[src/rtl/rext_pkg.sv]
`timescale 1ns/1ps
package rext_pkg;
  // Operation code layout, MSB first: accumulate, dual, halfword, signed
  typedef struct packed {
    logic acc;
    logic dual;
    logic half;
    logic sgn;
  } rext_op_t;

  localparam int OP_W = 4;
endpackage

[src/rtl/rext_rotator.sv]
`timescale 1ns/1ps
module rext_rotator #(
  parameter int DATA_W = 32,
  parameter int BYTE_W = 8,
  localparam int NB     = DATA_W / BYTE_W,
  localparam int STEP_W = $clog2(NB)
) (
  input  logic [DATA_W-1:0] src,
  input  logic [STEP_W-1:0] step,
  output logic [DATA_W-1:0] rotated
);
  // Byte-granular right rotation: output byte k takes source byte (k+step) mod NB
  for (genvar k = 0; k < NB; k++) begin : g_byte
    logic [STEP_W-1:0] idx;
    assign idx = STEP_W'(k) + step;
    assign rotated[k*BYTE_W +: BYTE_W] = src[idx*BYTE_W +: BYTE_W];
  end
endmodule

[src/rtl/rext_extend.sv]
`timescale 1ns/1ps
module rext_extend #(
  parameter int DATA_W = 32,
  parameter int LANE_W = 16,
  parameter int BYTE_W = 8,
  localparam int NL = DATA_W / LANE_W
) (
  input  logic [DATA_W-1:0] rotated,
  input  logic              sgn,
  input  logic              half,
  output logic [DATA_W-1:0] single_ext,
  output logic [DATA_W-1:0] dual_ext
);
  logic fill_b, fill_h;
  logic spare_unused;

  assign spare_unused = ^rotated;
  assign fill_b = sgn & rotated[BYTE_W-1];
  assign fill_h = sgn & rotated[LANE_W-1];

  always_comb begin
    if (half)
      single_ext = {{(DATA_W-LANE_W){fill_h}}, rotated[LANE_W-1:0]};
    else
      single_ext = {{(DATA_W-BYTE_W){fill_b}}, rotated[BYTE_W-1:0]};
  end

  // Each lane widens the byte at the bottom of its halfword
  for (genvar j = 0; j < NL; j++) begin : g_lane
    logic [BYTE_W-1:0] b;
    assign b = rotated[j*LANE_W +: BYTE_W];
    assign dual_ext[j*LANE_W +: LANE_W] = {{(LANE_W-BYTE_W){sgn & b[BYTE_W-1]}}, b};
  end
endmodule

[src/rtl/rext_accum.sv]
`timescale 1ns/1ps
module rext_accum #(
  parameter int DATA_W = 32,
  parameter int LANE_W = 16,
  localparam int NL = DATA_W / LANE_W
) (
  input  logic [DATA_W-1:0] single_ext,
  input  logic [DATA_W-1:0] dual_ext,
  input  logic [DATA_W-1:0] acc_in,
  input  logic              dual,
  input  logic              acc,
  output logic [DATA_W-1:0] sum
);
  logic [DATA_W-1:0] addend;
  logic [DATA_W-1:0] single_sum;
  logic [DATA_W-1:0] dual_sum;

  assign addend     = acc ? acc_in : '0;
  assign single_sum = single_ext + addend;

  // Independent adders per lane; carry out of each lane is dropped
  for (genvar j = 0; j < NL; j++) begin : g_lane_add
    assign dual_sum[j*LANE_W +: LANE_W] =
      dual_ext[j*LANE_W +: LANE_W] + addend[j*LANE_W +: LANE_W];
  end

  assign sum = dual ? dual_sum : single_sum;
endmodule

[src/rtl/rext_datapath.sv]
`timescale 1ns/1ps
module rext_datapath #(
  parameter int DATA_W = 32,
  parameter int LANE_W = 16,
  parameter int BYTE_W = 8,
  localparam int ROT_W  = $clog2(DATA_W),
  localparam int STEP_W = $clog2(DATA_W / BYTE_W),
  localparam int LOW_W  = ROT_W - STEP_W
) (
  input  logic                        clk,
  input  logic                        rst,
  input  logic [DATA_W-1:0]           src_i,
  input  logic [DATA_W-1:0]           acc_i,
  input  logic [ROT_W-1:0]            rot_i,
  input  logic [rext_pkg::OP_W-1:0]   op_i,
  output logic [DATA_W-1:0]           result_o
);
  import rext_pkg::*;

  rext_op_t          op;
  logic [DATA_W-1:0] rot_word;
  logic [DATA_W-1:0] single_ext;
  logic [DATA_W-1:0] dual_ext;
  logic [DATA_W-1:0] sum_w;
  logic [LOW_W-1:0]  rot_low_unused;

  assign op             = rext_op_t'(op_i);
  assign rot_low_unused = rot_i[LOW_W-1:0];

  rext_rotator #(.DATA_W(DATA_W), .BYTE_W(BYTE_W)) u_rot (
    .src     (src_i),
    .step    (rot_i[ROT_W-1 -: STEP_W]),
    .rotated (rot_word)
  );

  rext_extend #(.DATA_W(DATA_W), .LANE_W(LANE_W), .BYTE_W(BYTE_W)) u_ext (
    .rotated    (rot_word),
    .sgn        (op.sgn),
    .half       (op.half),
    .single_ext (single_ext),
    .dual_ext   (dual_ext)
  );

  rext_accum #(.DATA_W(DATA_W), .LANE_W(LANE_W)) u_acc (
    .single_ext (single_ext),
    .dual_ext   (dual_ext),
    .acc_in     (acc_i),
    .dual       (op.dual),
    .acc        (op.acc),
    .sum        (sum_w)
  );

  always_ff @(posedge clk) begin
    if (rst) result_o <= '0;
    else     result_o <= sum_w;
  end

  // Rotation only permutes bits, so the population count is unchanged
  assert_rot_popcount_R2: assert property (@(posedge clk) disable iff (rst)
    $countones(rot_word) == $countones(src_i));

  assert_ubyte_zero_R3: assert property (@(posedge clk) disable iff (rst)
    (!op.dual && !op.half && !op.sgn) |->
      (single_ext[DATA_W-1:BYTE_W] == '0 &&
       single_ext[BYTE_W-1:0] == rot_word[BYTE_W-1:0]));

  assert_sbyte_fill_R4: assert property (@(posedge clk) disable iff (rst)
    (!op.dual && !op.half && op.sgn) |->
      ($countones(single_ext[DATA_W-1:BYTE_W]) ==
       (rot_word[BYTE_W-1] ? DATA_W-BYTE_W : 0)));

  assert_acc_diff_R6: assert property (@(posedge clk) disable iff (rst)
    (!op.dual && op.acc) |-> ((sum_w - acc_i) == single_ext));

  assert_lane_nocarry_R8: assert property (@(posedge clk) disable iff (rst)
    (op.dual && op.acc) |->
      (LANE_W'(sum_w[LANE_W-1:0] - acc_i[LANE_W-1:0]) == dual_ext[LANE_W-1:0] &&
       LANE_W'(sum_w[DATA_W-1 -: LANE_W] - acc_i[DATA_W-1 -: LANE_W]) ==
         dual_ext[DATA_W-1 -: LANE_W]));
endmodule

[config.mk]
export PLATFORM = sky130hd
export DESIGN_NAME = rext_datapath
export DESIGN_NICKNAME = d
export VERILOG_FILES = /design/src/rtl/rext_pkg.sv /design/src/rtl/rext_rotator.sv /design/src/rtl/rext_extend.sv /design/src/rtl/rext_accum.sv /design/src/rtl/rext_datapath.sv
export SDC_FILE = /design/constraint.sdc
export NUM_CORES = 1
export LEC_CHECK = 0
export CAP_MARGIN = 25
export CORE_AREA = 2 2 120 93
export DETAILED_ROUTE_END_ITERATION = 8
export DIE_AREA = 0 0 122 95
export PLACE_DENSITY_LB_ADDON = 0.05
export REMOVE_ABC_BUFFERS = 1
export SLEW_MARGIN = 20
export SYNTH_ARGS = -nofsm -noshare
export SYNTH_HDL_FRONTEND = slang
export SYNTH_SLANG_ARGS = --single-unit
[constraint.sdc]
create_clock -name clk -period 6.92 [get_ports clk]
set_input_delay 1.384 -clock clk [delete_from_list [all_inputs] [get_ports clk]]
set_output_delay 1.384 -clock clk [all_outputs]
set_load 0.01 [all_outputs]
==> metrics.txt, run 1 <==
initial antenna violation count=0; DRT iter0 DRCs=276; crit start category=input port; n_diodes=0; Largest Register=result_o; Crit Path Class=in -> reg; dpl ws=0.725 ns; asr flop ratio synth=0%; cell area after synthesis=4550 sq um; Max-cap violations=0; Setup Viol. Count Final=0; # H-tree levels=2; detailed-route via count=4,646; max reg flops=32; # hold bufs at CTS=0; layout cells sized above 1=7.85%; Max VDD drop=94.3 uV; Post-synth top flop=dfxtp_1; Yosys cell types=72; total CTS buffers=5; grt total ovfl=0; Setup TNS=0 ns; Mapped Cells=566; final-stage net count=787; FP Rows=33; Psw=0.000344 W; Longest Clk Path Bufs=2; clk sinks=32; Critical path destination=result_o[31]; Worst Setup Slack, final=0.922 ns; # DRC=0; starting density of the core=43.2%; CP max FO=10; Sw Ratio=36.7%; Post-DRT Antenna Nets=0; CP Capture Type=register; height of the die=95 um; Port Buffers=103; flops & latches, synth=32; TritonCTS clock tree=yes; Clk network pwr share=24.9%; Post-Route WL=13.9 mm; hpwl dp=11.0 mm; warnings from Yosys=0; Pint=0.000593 W; Pleak=2.48 nW; Final Hold Viols=0; clock transition at the registers of the reported paths=0.06 ns; core area=10,500 sq um; Max-slew headroom=40.6%; Critical Path AT=6.14 ns; die area=11,600 sq um; Fin Hold WS=1.89 ns; Post-CTS Setup Bufs=0; number of global-route vias before repair=4,240; outcome=complete, no violations; Final Max Slew Viols=0; post-synthesis sequential area ratio=14.1%; drt pass-1 iters=5; power per cell area=160 nW/um^2; I/O pin count=107; wire per inst=17.4 um; clk root buf=clkbuf_16; Synth Area per Inst=8.04 sq um; Tcrit/Tclk final=86.7%; CTS resizes=0; CP required=7.07 ns; Tmin final=6.00 ns; Flop pwr share=23.3%; start point of the critical path=rot_i[4]; first-pass GRT wire length=21.7 mm; biggest registers after layout=result_o: 32 flops; chip width=122 um; RSZ-0062 raised after global routing=false; DR vias/cell=5.79; Gate power share=51.9%; Post-synth EDFFs=0; RD Place Congestion=0.879; worst hold path class=in -> reg; fmax=167 MHz; actual slew at the worst max-slew pin=0.884 ns; largest net degree at the start of global routing=24; Area Growth Syn to Fin=29.0%; GRT Util Overall=24.1%
metal layers:
metal | routed length [um] | GRT usage [%] | part of all wire, % | vias to the layer above
met3 | 922 | 5.13 | 6.6 | 8
met5 | 0 | 0 | 0 | -
met2 | 5910 | 36.2 | 42 | 147
met1 | 7000 | 35.7 | 50 | 2178
met4 | 90 | 3.74 | 0.65 | 0
li1 | - | - | - | 2313
layout make-up:
type | count | area, sq um
tap | 140 | 175
multi-input combinational | 491 | 3730
fill | 996 | 4660
inverter | 18 | 67.6
clock buffer | 6 | 139
timing repair buffer | 113 | 1110
clock inverter | 2 | 10.0
sequential | 32 | 641
kinds of logic (layout without fill, tap and decap cells):
kind of cell / Yosys count / after routing / share of synthesized area (%)
flops: 32 / 32 / 14.1
compound gates: 166 / 166 / 25.0
xor+xnor: 44 / 44 / 8.47
mux: 30 / 30 / 11.6
buf+inv: 43 / 139 / 3.91
simple gates: 197 / 197 / 21.9
fa+ha+maj: 54 / 54 / 15.0
worst min path at each step:
stage	startpoint	end	cells past startpoint
after detailed placement	result_o[1]	result_o[1]	1
after global routing	rst	result_o[3]	3
after floorplan	rst	result_o[11]	1
after global placement	result_o[30]	result_o[30]	1
final	rst	result_o[26]	3
after CTS	rst	result_o[8]	3
critical path, cell delays in order:
cell and delay [ns]:
clkdlybuf4s50_1 0.72, mux2i_1 0.24, buf_4 0.16, a21oi_1 0.11
nand2_1 0.30, clkinv_1 0.14, nand2b_1 0.22, nand2_1 0.14
ha_1 0.39, a211oi_1 0.29, nor2_1 0.11, or4_1 0.46
o311ai_0 0.32, o211ai_1 0.29, a311oi_2 0.41, o31ai_1 0.19
xnor2_1 0.18, o32ai_1 0.11
cell usage in the layout (no fill, tap or decap), types with 4 or more instances in the layout:
master	instances
ha_1	49
xnor2_1	33
o211ai_1	4
buf_4	10
a21o_1	17
nand2_1	52
clkbuf_16	5
mux2i_1	10
nand3_1	8
a31oi_1	4
o31ai_1	6
a21oi_1	49
o32ai_1	4
xor2_1	11
o22ai_1	6
dfxtp_1	32
clkdlybuf4s50_1	103
o21a_1	7
nor3_1	18
a211oi_1	14
o21ai_0	21
and2_1	29
nor2b_1	11
inv_1	16
mux4_2	18
or3_1	4
o21bai_1	4
and3_1	7
nand2b_1	5
nor2_1	42
Yosys cell counts (all sizes together) (18+ instances only):
cell | instances | area share, %
xnor2 | 33 | 6.4
and2 | 29 | 4.0
nor2 | 42 | 3.5
mux4 | 18 | 8.9
nor3 | 18 | 2.0
dfxtp | 32 | 14
a21oi | 51 | 5.8
nand2 | 52 | 4.3
ha | 49 | 13
clkbuf | 19 | 1.6
o21ai | 21 | 2.3
per-stage QoR:
step | power [W] | instance area (sq um) | std cells | utilization (%)
floorplan | 0.000519 | 4440 | 541 | -
global placement | 0.000695 | 5720 | 794 | 54.3
detailed placement | 0.000701 | 5720 | 794 | 54.3
CTS | 0.000944 | 5870 | 802 | 55.8
global route | 0.000996 | 5870 | 802 | 55.8
finish | 0.000937 | 5870 | 802 | 55.8
power groups by stage:
stage / Combinational (W) / Sequential, W / Clock (W)
floorplan: 0.000283 / 0.000236 / 0
global placement: 0.000474 / 0.000221 / 0
detailed placement: 0.000478 / 0.000222 / 0
CTS: 0.000483 / 0.000219 / 0.000242
global route: 0.000532 / 0.000221 / 0.000244
finish: 0.000486 / 0.000218 / 0.000233
(Power assumes the default switching activity.)
==> run 2, diff against run 1 <==
Settings changed: CTS_CLUSTER_DIAMETER set to 120.
==> results of run 2 <==
The final DEF is identical to that of run 1; final timing and power are the same.
